**config.mk**
```make
export PLATFORM = sky130hd
export DESIGN_NAME = mcyc_sequencer
export DESIGN_NICKNAME = d
export VERILOG_FILES = /design/src/rtl/mcyc_pkg.sv /design/src/rtl/mcyc_tick_counter.sv /design/src/rtl/mcyc_strobe_decode.sv /design/src/rtl/mcyc_sequencer.sv
export SDC_FILE = /design/constraint.sdc
export NUM_CORES = 1
export LEC_CHECK = 0
export ABC_AREA = 1
export ABC_CLOCK_PERIOD_IN_PS = 1000
export BUFFER_PORTS_ARGS = -buffer_cell sky130_fd_sc_hd__buf_4
export CAP_MARGIN = 20
export CORE_AREA = 2 2 39 41
export DETAILED_ROUTE_END_ITERATION = 16
export DIE_AREA = 0 0 41 43
export PLACE_DENSITY = 0.51
export SYNTH_ARGS = -nofsm -noshare
export SYNTH_HDL_FRONTEND = slang
export SYNTH_SLANG_ARGS = --single-unit
```
**constraint.sdc**
```tcl
create_clock -name clk -period 1 [get_ports clk]
set_input_delay 0.1 -clock clk [delete_from_list [all_inputs] [get_ports clk]]
set_output_delay 0.1 -clock clk [all_outputs]
set_load 0.02 [all_outputs]
```
**src/rtl/mcyc_pkg.sv**
```systemverilog
package mcyc_pkg;

    localparam int NUM_STATES = 6;
    localparam int TICKS      = 2 * NUM_STATES;
    localparam int IDX_W      = $clog2(TICKS);
    localparam int ST_W       = $clog2(NUM_STATES + 1);

    typedef logic [IDX_W-1:0] tick_t;

    typedef struct packed {
        logic opcode_latch;
        logic byte2_fetch;
        logic pc_inc;
        logic cycle_end;
        logic ale;
        logic psen_n;
    } strobes_t;

    // Tick index of a given state (1-based) and phase (0 = phase 1, 1 = phase 2)
    function automatic tick_t slot(input int st, input int ph);
        return tick_t'((st - 1) * 2 + ph);
    endfunction

    function automatic logic [ST_W-1:0] state_of(input tick_t i);
        return ST_W'(i[IDX_W-1:1]) + ST_W'(1);
    endfunction

endpackage

```
**src/rtl/mcyc_tick_counter.sv**
```systemverilog
module mcyc_tick_counter
    import mcyc_pkg::*;
#(
    parameter int TICKS_P = TICKS
) (
    input  logic  clk,
    input  logic  rst,
    output tick_t idx
);
    localparam tick_t LAST = tick_t'(TICKS_P - 1);

    always_ff @(posedge clk) begin
        if (rst)              idx <= '0;
        else if (idx == LAST) idx <= '0;
        else                  idx <= idx + tick_t'(1);
    end

    logic rst_d;
    always_ff @(posedge clk) rst_d <= rst;

    a_r1_wrap: assert property (@(posedge clk) disable iff (rst)
        (idx == LAST) |=> (idx == '0));

    a_r1_bounded: assert property (@(posedge clk) disable iff (rst)
        idx <= LAST);

    always @(posedge clk) begin
        if (rst_d == 1'b1) begin
            a_r2_reset_home: assert (idx == '0);
        end
    end

endmodule

```
**src/rtl/mcyc_strobe_decode.sv**
```systemverilog
module mcyc_strobe_decode
    import mcyc_pkg::*;
(
    input  logic     clk,
    input  logic     rst,
    input  tick_t    idx,
    input  logic     instr_two_byte,
    input  logic     ext_fetch,
    input  logic     ext_data,
    input  logic     ale_off,
    output strobes_t strb
);
    localparam tick_t OPC_SLOT  = slot(1, 1);
    localparam tick_t FETCH2    = slot(4, 1);
    localparam tick_t END_SLOT  = slot(6, 1);
    localparam tick_t ALE_A0    = slot(1, 1);
    localparam tick_t ALE_A1    = slot(2, 0);
    localparam tick_t ALE_B0    = slot(4, 1);
    localparam tick_t ALE_B1    = slot(5, 0);
    localparam tick_t PSEN_A0   = slot(2, 1);
    localparam tick_t PSEN_A1   = slot(3, 1);
    localparam tick_t PSEN_B0   = slot(5, 1);
    localparam tick_t PSEN_B1   = slot(6, 1);

    logic ale_window, psen_window, bus_free, ale_allowed;

    always_comb begin
        ale_window  = (idx >= ALE_A0 && idx <= ALE_A1) ||
                      (idx >= ALE_B0 && idx <= ALE_B1);
        psen_window = (idx >= PSEN_A0 && idx <= PSEN_A1) ||
                      (idx >= PSEN_B0 && idx <= PSEN_B1);
        bus_free    = !ext_data;
        ale_allowed = ext_fetch || !ale_off;

        strb.opcode_latch = (idx == OPC_SLOT);
        strb.byte2_fetch  = (idx == FETCH2);
        strb.pc_inc       = (idx == FETCH2) && instr_two_byte;
        strb.cycle_end    = (idx == END_SLOT);
        strb.ale          = ale_window && bus_free && ale_allowed;
        strb.psen_n       = !(psen_window && bus_free && ext_fetch);
    end

    a_r8_data_quiet: assert property (@(posedge clk) disable iff (rst)
        ext_data |-> (!strb.ale && strb.psen_n));

    a_r3_single_strobe: assert property (@(posedge clk) disable iff (rst)
        $onehot0({strb.opcode_latch, strb.byte2_fetch, strb.cycle_end}));

    a_r5_pc_needs_fetch: assert property (@(posedge clk) disable iff (rst)
        strb.pc_inc |-> strb.byte2_fetch);

    a_r9_no_overlap: assert property (@(posedge clk) disable iff (rst)
        !(strb.ale && !strb.psen_n));

endmodule

```
**src/rtl/mcyc_sequencer.sv**
```systemverilog
module mcyc_sequencer
    import mcyc_pkg::*;
(
    input  logic            clk,
    input  logic            rst,
    input  logic            instr_two_byte,
    input  logic            ext_fetch,
    input  logic            ext_data,
    input  logic            ale_off,
    output logic [ST_W-1:0] state_num,
    output logic            phase_two,
    output logic            opcode_latch,
    output logic            byte2_fetch,
    output logic            pc_inc,
    output logic            cycle_end,
    output logic            ale,
    output logic            psen_n
);
    tick_t    idx;
    strobes_t strb;

    mcyc_tick_counter #(.TICKS_P(TICKS)) u_cnt (
        .clk (clk),
        .rst (rst),
        .idx (idx)
    );

    mcyc_strobe_decode u_dec (
        .clk            (clk),
        .rst            (rst),
        .idx            (idx),
        .instr_two_byte (instr_two_byte),
        .ext_fetch      (ext_fetch),
        .ext_data       (ext_data),
        .ale_off        (ale_off),
        .strb           (strb)
    );

    always_comb begin
        state_num    = state_of(idx);
        phase_two    = idx[0];
        opcode_latch = strb.opcode_latch;
        byte2_fetch  = strb.byte2_fetch;
        pc_inc       = strb.pc_inc;
        cycle_end    = strb.cycle_end;
        ale          = strb.ale;
        psen_n       = strb.psen_n;
    end

    a_r6_end_then_start: assert property (@(posedge clk) disable iff (rst)
        cycle_end |=> (state_num == ST_W'(1) && !phase_two));

    a_r7_latch_under_ale: assert property (@(posedge clk) disable iff (rst)
        (opcode_latch && !ext_data && !ale_off) |-> ale);

endmodule

```
==> summary.json, run 1 <==
{
  "run_status": {"value": "complete, but fails checks"},
  "failed_checks": {"value": "setup timing"},
  "finClkSkew": {"value": 0.006164, "unit": "ns"},
  "area_growth_syn_to_fin": {"value": 128.3, "unit": "%"},
  "grt_start_max_net_pins": {"value": 8},
  "initial_core_util": {"value": 0.2622},
  "first_pass_iters": {"value": 4},
  "ant_nets": {"value": 0},
  "design.core.area": {"value": 1384, "unit": "um2"},
  "clock_pin_slew_on_the_worst_setup_and_hold_paths": {"value": 0.04, "unit": "ns"},
  "comb_power_share": {"value": 0.445},
  "routabilityCongestion": {"value": 0.7307},
  "fin_worst_hold_slack": {"value": 0.1456, "unit": "ns"},
  "die-area": {"value": 1763, "unit": "um2"},
  "flip_flop_count_of_the_largest_register_all_copies_and_words_added": {"value": 4},
  "rsz0062_at_grt": {"value": "yes"},
  "synth-seq-area-share": {"value": 0.2207},
  "final_nets": {"value": 101},
  "clkLatencyLatePin": {"value": 0.24, "unit": "ns"},
  "sequential_share_of_power": {"value": 0.257},
  "first_global_vias": {"value": 380},
  "timing.fmax": {"value": 0.7182, "unit": "GHz"},
  "post-route-worst-setup-slack": {"value": -0.3923, "unit": "ns"},
  "slew_violations": {"value": 0},
  "largest_registers": {"value": "u_cnt.idx x4"},
  "p_per_area": {"value": 908.5, "unit": "nW/um2"},
  "ioPinCount": {"value": 16},
  "cts.root.buffer_cell": {"value": "sky130_fd_sc_hd__clkbuf_4"},
  "p_leak": {"value": 0.3842, "unit": "nW"},
  "dpl_hpwl": {"value": 703.1, "unit": "um"},
  "timing.final.hold_violations": {"value": 0},
  "worst_ep_arrival": {"value": 1.29, "unit": "ns"},
  "dp.cells": {"value": 95},
  "postSynthRegisterBits": {"value": 4},
  "power_report.internal_total": {"value": 0.5036, "unit": "mW"},
  "die_width": {"value": 41, "unit": "um"},
  "final-seq-area": {"value": 90.09, "unit": "um2"},
  "cts_buffers": {"value": 3},
  "clock_sinks": {"value": 4},
  "syn_nets": {"value": 67},
  "place_worst_setup_slack": {"value": -0.2316, "unit": "ns"},
  "yosysWarnings": {"value": 0},
  "global_route.usage.total": {"value": 0.1217},
  "fin_setup_tns": {"value": -2.983, "unit": "ns"},
  "cts.path.max_buffers": {"value": 2},
  "min_path_type": {"value": "input pin to register"},
  "total_number_of_vias": {"value": 432},
  "worst_path_dominant_cell_family": {"value": "flip-flops"},
  "fp.dieH": {"value": 43, "unit": "um"},
  "crit_required": {"value": 0.90, "unit": "ns"},
  "cts_max_level": {"value": 1},
  "period_minus_slack": {"value": 1.392, "unit": "ns"},
  "switchingPower": {"value": 0.2489, "unit": "mW"},
  "dr_iter_0_viols": {"value": 2},
  "final-setup-viol-count": {"value": 12},
  "num-fill-cells": {"value": 126},
  "crit_top_cell": {"value": "sky130_fd_sc_hd__nor2_2"},
  "worst-path-max-fanout": {"value": 4},
  "drt-total-wl": {"value": 903, "unit": "um"},
  "synth_cell_type_count": {"value": 14},
  "layout-drive-gt1-share": {"value": 0.7273},
  "post_synth_inst_count": {"value": 55},
  "syn_area_per_cell": {"value": 6.597, "unit": "um2"},
  "timing_worst_slew_pin_value": {"value": 0.1784, "unit": "ns"},
  "vdd.ir_drop.worst": {"value": 0.6474, "unit": "mV"},
  "port_buffers": {"value": 15},
  "critical_path.n_buffers_inverters": {"value": 2},
  "p_clk_frac": {"value": 0.298},
  "drv.max_cap_violation_count": {"value": 0},
  "timing.critical_path.slowest_stage_cell": {"value": "sky130_fd_sc_hd__dfxtp_4"},
  "tritoncts": {"value": "yes"},
  "synth_area": {"value": 362.8, "unit": "um2"},
  "multi_input_gate_area_in_the_final_layout": {"value": 352.8, "unit": "um2"},
  "first_pass_grt_wire_length": {"value": 1414, "unit": "um"},
  "globalRoute.totalOverflow": {"value": 0},
  "insertedDiodeCount": {"value": 0},
  "worstPathCellList": {"value": "inv_4 > ha_4 > nand2_2 > nand2_2 > nor2_2 > nor2_2 > nor2_2 > buf_6"},
  "cts_hold_buffers": {"value": 0},
  "fin_crit_sh": {"value": 1.392},
  "final_cell_count_no_fill": {"value": 104},
  "setup.worst_path.start_class": {"value": "register"},
  "grt_antenna_before_repair": {"value": 0},
  "drt-vias-per-instance": {"value": 4.154},
  "worst_path_largest_cell_delay": {"value": 0.39, "unit": "ns"},
  "top_register": {"value": "u_cnt.idx"},
  "drcViolationCount": {"value": 0},
  "setup.worst_path.class": {"value": "register to output pin"},
  "timing.slew.headroom": {"value": 0.8811},
  "switching_share": {"value": 0.3308},
  "worstSetupEndpointType": {"value": "output pin"},
  "power_total": {"value": 0.7525, "unit": "mW"},
  "routed_wire_length_per_instance": {"value": 8.683, "unit": "um"},
  "placement_rows": {"value": 14}
}
-- through the flow --
stage / utilization / instance area [um2]
CTS: 0.5787 / 800.8
detailed placement: 0.4385 / 606.8
finish: 0.5986 / 828.3
global route: 0.5986 / 828.3
floorplan: - / 410.4
global placement: 0.4385 / 606.8
-- layer usage --
layer | vias up | GRT usage | part of all wire
met3 | 3 | 0.03141 | 0.066
met5 | - | 0 | 0
li1 | 227 | - | -
met1 | 187 | 0.1165 | 0.36
met4 | 0 | 0.08000 | 0.016
met2 | 15 | 0.2094 | 0.55
-- repair_timing --
item,CTS,global route
setup buffers,5,1
setup endpoints to repair,14,14
gates resized for setup,38,9
pin swaps,10,4
-- power groups by stage --
stage / clock [mW] / sequential [mW] / combinational (mW)
6_report: 0.224 / 0.193 / 0.335
3_5_place_dp: 0 / 0.190 / 0.232
2_1_floorplan: 0 / 0.193 / 0.130
4_1_cts: 0.237 / 0.193 / 0.323
3_3_place_gp: 0 / 0.190 / 0.231
5_1_grt: 0.255 / 0.195 / 0.364
-- logic make-up after synthesis --
group,Yosys count,synth area share
compound gates,5,0.08621
xor+xnor,2,0.04828
fa+ha+maj,6,0.2069
buf+inv,13,0.1552
flops,4,0.2207
simple gates,25,0.2827
-- area by class of cell --
class,instances,area share
Multi-Input combinational cell,38,0.4260
Timing Repair Buffer,30,0.3399
Sequential cell,4,0.1088
Inverter,12,0.06949
Clock buffer,4,0.03172
Tap cell,16,0.02417
-- cells in the final DEF (no fill, tap or decap), types with 2 or more instances in the layout --
master                     synthesis  final
sky130_fd_sc_hd__nor2_1           11      5
sky130_fd_sc_hd__ha_4              0      4
sky130_fd_sc_hd__buf_4             0     15
sky130_fd_sc_hd__inv_1            11      5
sky130_fd_sc_hd__nand2_1           9      6
sky130_fd_sc_hd__nor2_2            2      4
sky130_fd_sc_hd__dfxtp_2           0      2
sky130_fd_sc_hd__clkbuf_4          0      3
sky130_fd_sc_hd__nor2_4            0      4
sky130_fd_sc_hd__buf_6             1     15
sky130_fd_sc_hd__nand2_2           0      3
sky130_fd_sc_hd__dfxtp_4           0      2
sky130_fd_sc_hd__inv_2             1      3
sky130_fd_sc_hd__inv_4             0      3
sky130_fd_sc_hd__nand3_1           3      2
-- worst min-delay path: stages --
cell	delay [ns]
sky130_fd_sc_hd__buf_4	0.07
sky130_fd_sc_hd__inv_1	0.06
sky130_fd_sc_hd__o21ai_4	0.08
sky130_fd_sc_hd__nor2_1	0.04
-- cell usage after synthesis --
| library cell | n | share of area |
|---|---|---|
| sky130_fd_sc_hd__inv_1 | 11 | 0.11 |
| sky130_fd_sc_hd__nor2_1 | 11 | 0.11 |
| sky130_fd_sc_hd__xor2_1 | 2 | 0.048 |
| sky130_fd_sc_hd__buf_6 | 1 | 0.031 |
| sky130_fd_sc_hd__a21o_1 | 1 | 0.021 |
| sky130_fd_sc_hd__nand3_1 | 3 | 0.041 |
| sky130_fd_sc_hd__dfxtp_1 | 4 | 0.22 |
| sky130_fd_sc_hd__a21oi_1 | 2 | 0.028 |
| sky130_fd_sc_hd__nor2_2 | 2 | 0.034 |
| sky130_fd_sc_hd__inv_2 | 1 | 0.010 |
| sky130_fd_sc_hd__nand2_1 | 9 | 0.093 |
| sky130_fd_sc_hd__ha_1 | 6 | 0.21 |
| sky130_fd_sc_hd__o21ai_0 | 1 | 0.014 |
| sky130_fd_sc_hd__o21ai_2 | 1 | 0.024 |
-- final timing paths --
kind                start            to  slack [ns]  cells past startpoint
max reg2reg  u_cnt.idx[0]  u_cnt.idx[1]       -0.15                      6
max          u_cnt.idx[0]           ale       -0.39                      8
min                   rst  u_cnt.idx[3]        0.15                      4
min reg2reg  u_cnt.idx[0]  u_cnt.idx[0]        0.58                      2
Power figures use the tool's default switching activity.
==> inputs of run 2 (changes only) <==
--- a/config.mk
+++ b/config.mk
@@ -13,6 +13,7 @@
 export DETAILED_ROUTE_END_ITERATION = 16
 export DIE_AREA = 0 0 41 43
 export PLACE_DENSITY = 0.51
+export SETUP_SLACK_MARGIN = 0.2
 export SYNTH_ARGS = -nofsm -noshare
 export SYNTH_HDL_FRONTEND = slang
 export SYNTH_SLANG_ARGS = --single-unit
==> run 2 against run 1 <==
The run still ends with setup timing left. Total power increased by 1.8%. Register-to-register slack improved by 0.11 ns. Sequential share of layout area increased by 0.27 points. Die area did not move. Combinational power up 4%. Clock-buffer cell count unchanged. Via count grew 0.46%. Sequential power about the same. Worst setup slack worse by 0.019 ns. Final cell count grew 0.96%. Non-clock buffer count increased by 1. Critical path depth is 1 higher. Critical path type unchanged.
==> summary.json, run 2 (synthesis gave the netlist of run 1 again) <==
{
  "setup.worst_path.class": {"value": "register to output pin"},
  "globalRoute.totalOverflow": {"value": 0, "change": "unchanged"},
  "layout_commonest_cell": {"value": "sky130_fd_sc_hd__buf_4"},
  "clkLatencyLatePin": {"value": 0.24, "unit": "ns", "change": "about the same"},
  "fin_setup_tns": {"value": -2.754, "unit": "ns", "change": "+0.2293 ns"},
  "min_path_type": {"value": "input pin to register"},
  "comb_power_share": {"value": 0.454, "change": "+0.009"},
  "layout-drive-gt1-share": {"value": 0.7079, "change": "-0.01941"},
  "cts_max_level": {"value": 1, "change": "unchanged"},
  "sequential_share_of_power": {"value": 0.253, "change": "-0.004"},
  "ioPinCount": {"value": 16, "change": "unchanged"},
  "failed_checks": {"value": "setup timing"},
  "power_total": {"value": 0.7661, "unit": "mW", "change": "+1.8%"},
  "fin_worst_hold_slack": {"value": 0.1421, "unit": "ns", "change": "-0.003578 ns"},
  "power_report.internal_total": {"value": 0.5121, "unit": "mW", "change": "+1.7%"},
  "timing_worst_slew_pin_value": {"value": 0.1523, "unit": "ns", "change": "-0.02606 ns"},
  "vdd.ir_drop.worst": {"value": 0.8368, "unit": "mV", "change": "+29%"},
  "tritoncts": {"value": "yes"},
  "cts.root.buffer_cell": {"value": "sky130_fd_sc_hd__clkbuf_4"},
  "dr_iter_0_viols": {"value": 1, "change": "-1"},
  "die-area": {"value": 1763, "unit": "um2", "change": "unchanged"},
  "insertedDiodeCount": {"value": 0, "change": "unchanged"},
  "drv.max_cap_violation_count": {"value": 0, "change": "unchanged"},
  "ant_nets": {"value": 0, "change": "unchanged"},
  "run_status": {"value": "complete, but fails checks"},
  "p_leak": {"value": 0.3932, "unit": "nW", "change": "+2.3%"},
  "final-setup-viol-count": {"value": 12, "change": "unchanged"},
  "clock_sinks": {"value": 4, "change": "unchanged"},
  "global_route.usage.total": {"value": 0.1207, "change": "-0.001006"},
  "routed_wire_length_per_instance": {"value": 8.895, "unit": "um", "change": "+2.4%"},
  "flip_flop_count_of_the_largest_register_all_copies_and_words_added": {"value": 4, "change": "unchanged"},
  "slew_violations": {"value": 0, "change": "unchanged"},
  "fin_crit_sh": {"value": 1.411, "change": "+0.01853"},
  "routabilityCongestion": {"value": 0.6632, "change": "-9.2%"},
  "p_per_area": {"value": 947.8, "unit": "nW/um2", "change": "+4.3%"},
  "layout_common_cells": {"value": "20 x sky130_fd_sc_hd__buf_4, 11 x sky130_fd_sc_hd__buf_6"},
  "area_growth_syn_to_fin": {"value": 122.8, "unit": "%"},
  "placedInstanceArea": {"value": 630.6, "unit": "um2", "change": "+3.9%"},
  "total_number_of_vias": {"value": 434, "change": "+0.46%"},
  "worst-path-max-fanout": {"value": 5, "change": "+1"},
  "post-route-worst-setup-slack": {"value": -0.4109, "unit": "ns", "change": "-0.01853 ns"},
  "placement_rows": {"value": 14, "change": "unchanged"},
  "switchingPower": {"value": 0.2540, "unit": "mW", "change": "+2.0%"},
  "finClkSkew": {"value": 0.0005953, "unit": "ns", "change": "-0.005569 ns"},
  "period_minus_slack": {"value": 1.411, "unit": "ns", "change": "+0.01853 ns"},
  "timing.fmax": {"value": 0.7088, "unit": "GHz", "change": "-1.3%"},
  "largest_registers": {"value": "u_cnt.idx x4"},
  "final_cell_count_no_fill": {"value": 105, "change": "+0.96%"},
  "port_buffers": {"value": 15, "change": "unchanged"},
  "cts_hold_buffers": {"value": 0, "change": "unchanged"},
  "grt_start_max_net_pins": {"value": 7, "change": "-1"},
  "first_pass_grt_wire_length": {"value": 1462, "unit": "um", "change": "+3.4%"},
  "drcViolationCount": {"value": 0, "change": "unchanged"},
  "clock_pin_slew_on_the_worst_setup_and_hold_paths": {"value": 0.04, "unit": "ns", "change": "about the same"},
  "fp.dieH": {"value": 43, "unit": "um", "change": "unchanged"},
  "first_pass_iters": {"value": 2, "change": "-2"},
  "timing.final.hold_violations": {"value": 0, "change": "unchanged"},
  "drt-vias-per-instance": {"value": 4.133, "change": "-0.49%"},
  "die_width": {"value": 41, "unit": "um", "change": "unchanged"},
  "cts_buffers": {"value": 3, "change": "unchanged"},
  "first_global_vias": {"value": 407, "change": "+7.1%"},
  "final_nets": {"value": 102, "change": "+0.99%"},
  "crit_required": {"value": 0.90, "unit": "ns", "change": "about the same"},
  "rsz0062_at_grt": {"value": "yes"},
  "timing.slew.headroom": {"value": 0.8982, "change": "+0.01713"},
  "worstSetupEndpointType": {"value": "output pin"},
  "drt-total-wl": {"value": 934, "unit": "um", "change": "+3.4%"},
  "cts.path.max_buffers": {"value": 2, "change": "unchanged"},
  "dpl_hpwl": {"value": 690.1, "unit": "um", "change": "-1.8%"},
  "grt_antenna_before_repair": {"value": 0, "change": "unchanged"},
  "setup.worst_path.start_class": {"value": "register"},
  "switching_share": {"value": 0.3315, "change": "+0.0006926"},
  "dp.cells": {"value": 95, "change": "unchanged"},
  "design.core.area": {"value": 1384, "unit": "um2", "change": "unchanged"},
  "p_clk_frac": {"value": 0.293, "change": "-0.005"},
  "top_register": {"value": "u_cnt.idx"},
  "initial_core_util": {"value": 0.2622, "change": "unchanged"},
  "worst_ep_arrival": {"value": 1.31, "unit": "ns", "change": "+0.02 ns"},
  "post-route-cell-area": {"value": 808.3, "unit": "um2", "change": "-2.4%"}
}
==> run 2: cell count changes in the layout (fill, tap and decap cells not counted), sizes merged <==
| cell | before | now |
|---|---|---|
| buf | 30 | 31 |
==> run 2: path summary, 6_finish.rpt <==
path / from / endpoint / slack (ns) / cells after the start
max: u_cnt.idx[1] / ale / -0.41 / 9
min: rst / u_cnt.idx[2] / 0.14 / 4
max reg2reg: u_cnt.idx[1] / u_cnt.idx[3] / -0.04 / 5
min reg2reg: u_cnt.idx[3] / u_cnt.idx[2] / 0.61 / 3
==> run 2: cell type report <==
| class | instances | area (um2) |
|---|---|---|
| Tap cell | 16 | 20.02 |
| Inverter | 12 | 57.56 |
| Fill cell | 126 | 575.6 |
| Clock buffer | 4 | 26.28 |
| Sequential cell | 4 | 90.09 |
| Timing Repair Buffer | 31 | 274.0 |
| Multi-Input combinational cell | 38 | 340.3 |
==> run 2: layer usage <==
metal	part of all wire	vias to the layer above	global-route usage
met1	0.36	188	0.1197
met2	0.54	16	0.2063
li1	-	230	-
met4	0	0	0.02000
met3	0.10	0	0.07330
met5	0	-	0
==> run 2: worst max-delay path: stages (launching register included) <==
cell and delay (ns):
sky130_fd_sc_hd__dfxtp_4 0.40, sky130_fd_sc_hd__inv_8 0.06, sky130_fd_sc_hd__ha_4 0.16, sky130_fd_sc_hd__inv_4 0.06
sky130_fd_sc_hd__nand2_4 0.05, sky130_fd_sc_hd__nand2_2 0.05, sky130_fd_sc_hd__nor2_2 0.03, sky130_fd_sc_hd__nor2_1 0.11
sky130_fd_sc_hd__nor2_2 0.05, sky130_fd_sc_hd__buf_6 0.12
==> run 2: stage by stage <==
stage,util,setup WS (ns)
after global placement,0.4557,-0.2220
after detailed placement,0.4557,-0.2309
final,0.5841,-0.4109
after CTS,0.5154,-0.4334
after floorplan,-,-0.1503
after global routing,0.5841,-0.4827
==> run 2: power groups by stage <==
stage / clock network, mW / registers (mW) / logic (mW)
6_report: 0.224 / 0.194 / 0.348
5_1_grt: 0.241 / 0.197 / 0.380
4_1_cts: 0.234 / 0.191 / 0.298
2_1_floorplan: 0 / 0.197 / 0.143
3_5_place_dp: 0 / 0.194 / 0.243
3_3_place_gp: 0 / 0.194 / 0.242
==> run 2: repair_timing <==
| item | CTS | global route |
|---|---|---|
| endpoints found under the setup margin | 14 | 14 |
| pin swaps | 7 | 7 |
| gates cloned | 0 | 0 |
| resized for setup | 15 | 15 |
| buffers inserted | 1 | 5 |
==> inputs of run 3 (changes only) <==
--- a/config.mk
+++ b/config.mk
@@ -13,6 +13,7 @@
 export DETAILED_ROUTE_END_ITERATION = 16
 export DIE_AREA = 0 0 41 43
 export PLACE_DENSITY = 0.51
+export REMOVE_ABC_BUFFERS = 1
 export SETUP_SLACK_MARGIN = 0.2
 export SYNTH_ARGS = -nofsm -noshare
 export SYNTH_HDL_FRONTEND = slang
==> run 3 against run 2 <==
The run still ends with setup timing left. Critical path depth unchanged. Combinational power about the same. Total power decreased by 3.2%. Hold slack improved by 0.0094 ns. Final area increased by 4.5%. Sequential power about the same. Non-clock buffer count increased by 2. Clock power decreased by 10%. Worst setup slack got worse by 0.0011 ns. Register-to-register slack got worse by 0.13 ns. Global-route usage increased by 1.9 points. Flip-flop and latch count unchanged. Critical endpoint unchanged. Largest power group unchanged.
==> summary.json, run 3 (synthesis gave the netlist of run 1 again) <==
{
  "switchingPower": {"value": 0.2484, "unit": "mW", "change": "-2.2%"},
  "drt-total-wl": {"value": 1073, "unit": "um", "change": "+15%"},
  "placedInstanceArea": {"value": 566.8, "unit": "um2", "change": "-10%"},
  "period_minus_slack": {"value": 1.412, "unit": "ns", "change": "+0.001119 ns"},
  "first_global_vias": {"value": 411, "change": "+0.98%"},
  "first_pass_grt_wire_length": {"value": 1573, "unit": "um", "change": "+7.6%"},
  "worst_path_largest_cell_delay": {"value": 0.39, "unit": "ns", "change": "about the same"},
  "sequential_share_of_power": {"value": 0.257, "change": "+0.004"},
  "setup.worst_path.class": {"value": "register to output pin"},
  "final_nets": {"value": 104, "change": "+2.0%"},
  "met2_use_gr": {"value": 0.2375, "change": "+0.03125"},
  "global_routing_usage_on_met3": {"value": 0.01571, "change": "-0.05759"},
  "num-fill-cells": {"value": 130, "change": "+3.2%"},
  "placement_rows": {"value": 14, "change": "unchanged"},
  "clock_pin_slew_on_the_worst_setup_and_hold_paths": {"value": 0.04, "unit": "ns", "change": "about the same"},
  "drt-vias-per-instance": {"value": 4.292, "change": "+3.8%"},
  "ioPinCount": {"value": 16, "change": "unchanged"},
  "multi_input_gate_area_in_the_final_layout": {"value": 344.1, "unit": "um2", "change": "+1.1%"},
  "slew_violations": {"value": 0, "change": "unchanged"},
  "area_growth_syn_to_fin": {"value": 132.8, "unit": "%"},
  "dpl_hpwl": {"value": 653.2, "unit": "um", "change": "-5.3%"},
  "design.core.area": {"value": 1384, "unit": "um2", "change": "unchanged"},
  "setup.worst_path.start_class": {"value": "register"},
  "worst_ep_arrival": {"value": 1.31, "unit": "ns", "change": "about the same"},
  "final-seq-area": {"value": 92.59, "unit": "um2", "change": "+2.8%"},
  "timing.fmax": {"value": 0.7082, "unit": "GHz", "change": "about the same"},
  "cts.path.max_buffers": {"value": 2, "change": "unchanged"},
  "min_path_type": {"value": "input pin to register"},
  "p_clk_frac": {"value": 0.271, "change": "-0.022"},
  "grtUsageMet1": {"value": 0.1346, "change": "+0.01487"},
  "worstSetupEndpointType": {"value": "output pin"},
  "dp.cells": {"value": 96, "change": "+1.1%"},
  "final_cell_count_no_fill": {"value": 106, "change": "+0.95%"},
  "place_worst_setup_slack": {"value": -0.3289, "unit": "ns", "change": "-0.09803 ns"},
  "drcViolationCount": {"value": 0, "change": "unchanged"},
  "cts.root.buffer_cell": {"value": "sky130_fd_sc_hd__clkbuf_4"},
  "layout-drive-gt1-share": {"value": 0.7222, "change": "+0.01436"},
  "fin_setup_tns": {"value": -3.194, "unit": "ns", "change": "-0.4405 ns"},
  "dr_iter_0_viols": {"value": 0, "change": "-1"},
  "die-area": {"value": 1763, "unit": "um2", "change": "unchanged"},
  "largest_registers": {"value": "u_cnt.idx x4"},
  "busiest_layer_in_global_routing": {"value": "met2"},
  "post-route-worst-setup-slack": {"value": -0.4120, "unit": "ns", "change": "-0.001119 ns"},
  "p_leak": {"value": 0.4042, "unit": "nW", "change": "+2.8%"},
  "failed_checks": {"value": "setup timing"},
  "ant_nets": {"value": 0, "change": "unchanged"},
  "power_report.internal_total": {"value": 0.4936, "unit": "mW", "change": "-3.6%"},
  "crit_required": {"value": 0.90, "unit": "ns", "change": "about the same"},
  "layout_commonest_cell": {"value": "sky130_fd_sc_hd__buf_4"},
  "switching_share": {"value": 0.3347, "change": "+0.003233"},
  "worstPathCellList": {"value": "inv_6 > ha_4 > inv_4 > nand2_2 > nand2_2 > nor2_2 > nor2_1 > nor2_1 > buf_4"},
  "global_route.usage.total": {"value": 0.1394, "change": "+0.01869"},
  "post-route-cell-area": {"value": 844.6, "unit": "um2", "change": "+4.5%"},
  "total_number_of_vias": {"value": 455, "change": "+4.8%"},
  "top_register": {"value": "u_cnt.idx"},
  "cts_buffers": {"value": 3, "change": "unchanged"},
  "flip_flop_count_of_the_largest_register_all_copies_and_words_added": {"value": 4, "change": "unchanged"},
  "rsz0062_at_grt": {"value": "yes"},
  "grt_antenna_before_repair": {"value": 0, "change": "unchanged"},
  "fp.dieH": {"value": 43, "unit": "um", "change": "unchanged"},
  "port_buffers": {"value": 15, "change": "unchanged"},
  "die_width": {"value": 41, "unit": "um", "change": "unchanged"},
  "timing.final.hold_violations": {"value": 0, "change": "unchanged"},
  "globalRoute.totalOverflow": {"value": 0, "change": "unchanged"},
  "vdd.ir_drop.worst": {"value": 0.7093, "unit": "mV", "change": "-15%"},
  "clock_sinks": {"value": 4, "change": "unchanged"},
  "fin_crit_sh": {"value": 1.412, "change": "about the same"},
  "initial_core_util": {"value": 0.2622, "change": "unchanged"},
  "finClkSkew": {"value": 0.003058, "unit": "ns", "change": "+0.002463 ns"},
  "timing_worst_slew_pin_value": {"value": 0.1463, "unit": "ns", "change": "-0.006086 ns"},
  "layout_common_cells": {"value": "17 x sky130_fd_sc_hd__buf_4, 16 x sky130_fd_sc_hd__buf_6, 7 x sky130_fd_sc_hd__nor2_1, 5 x sky130_fd_sc_hd__inv_1, 5 x sky130_fd_sc_hd__nand2_1"},
  "run_status": {"value": "complete, but fails checks"},
  "drv.max_cap_violation_count": {"value": 0, "change": "unchanged"},
  "setup.reg_to_reg.worst_slack": {"value": -0.17, "unit": "ns", "change": "-0.13 ns"},
  "clkLatencyLatePin": {"value": 0.23, "unit": "ns", "change": "about the same"},
  "first_pass_iters": {"value": 1, "change": "-1"},
  "worst-path-max-fanout": {"value": 5, "change": "unchanged"},
  "timing.critical_path.slowest_stage_cell": {"value": "sky130_fd_sc_hd__dfxtp_4"},
  "insertedDiodeCount": {"value": 0, "change": "unchanged"},
  "routed_wire_length_per_instance": {"value": 10.12, "unit": "um", "change": "+14%"},
  "comb_power_share": {"value": 0.472, "change": "+0.018"},
  "grt_start_max_net_pins": {"value": 7, "change": "unchanged"},
  "cts_max_level": {"value": 1, "change": "unchanged"},
  "routabilityCongestion": {"value": 0.6875, "change": "+3.7%"},
  "p_per_area": {"value": 878.5, "unit": "nW/um2", "change": "-7.3%"},
  "timing.slew.headroom": {"value": 0.9021, "change": "+0.003934"},
  "tritoncts": {"value": "yes"},
  "fin_worst_hold_slack": {"value": 0.1515, "unit": "ns", "change": "+0.009405 ns"},
  "final-setup-viol-count": {"value": 14, "change": "+2"}
}
## run 3: power groups by stage
| stage | combinational, mW | clock [mW] | sequential, mW |
|---|---|---|---|
| after global routing | 0.382 | 0.222 | 0.192 |
| after CTS | 0.325 | 0.211 | 0.188 |
| after floorplan | 0.113 | 0 | 0.188 |
| after detailed placement | 0.225 | 0 | 0.183 |
| after global placement | 0.224 | 0 | 0.183 |
| final | 0.350 | 0.201 | 0.191 |
## run 3: timing repair
| item | CTS | global route |
|---|---|---|
| hold endpoints to repair | 0 | 0 |
| setup endpoints to repair | 14 | 14 |
| pin swaps | 11 | 5 |
| resized for setup | 48 | 12 |
| buffers inserted | 5 | 2 |
| hold buffers | 0 | 0 |
## run 3: stage by stage
step / utilization / power [mW]
finish: 0.6103 / 0.7419
global route: 0.6103 / 0.7960
CTS: 0.5705 / 0.7244
detailed placement: 0.4096 / 0.4082
global placement: 0.4096 / 0.4065
floorplan: - / 0.3005
## run 3: final timing paths
kind                start      endpoint  depth (start not counted)
max          u_cnt.idx[1]           ale                          9
min                   rst  u_cnt.idx[2]                          4
min reg2reg  u_cnt.idx[2]  u_cnt.idx[2]                          3
max reg2reg  u_cnt.idx[1]  u_cnt.idx[1]                          6
## run 3: area by class of cell
type / count / share of cell area
Sequential cell: 4 / 0.1096
Clock buffer: 3 / 0.02667
Tap cell: 16 / 0.02370
Timing Repair Buffer: 33 / 0.3644
Inverter: 12 / 0.06815
Multi-Input combinational cell: 38 / 0.4074
## run 3: worst max-delay path: cells and delay by family, from the launching register on
family | cells | cell delay [ns]
flops | 1 | 0.39
simple gates | 5 | 0.28
buf+inv | 3 | 0.26
fa+ha+maj | 1 | 0.16
## run 3: layer usage
metal  wire length, um  vias to the layer above  part of all wire
met5                 0                        -                 0
met3                52                        4             0.048
met1               413                      201              0.38
met4                34                        0             0.032
met2               572                       13              0.53
li1                  -                      237                 -
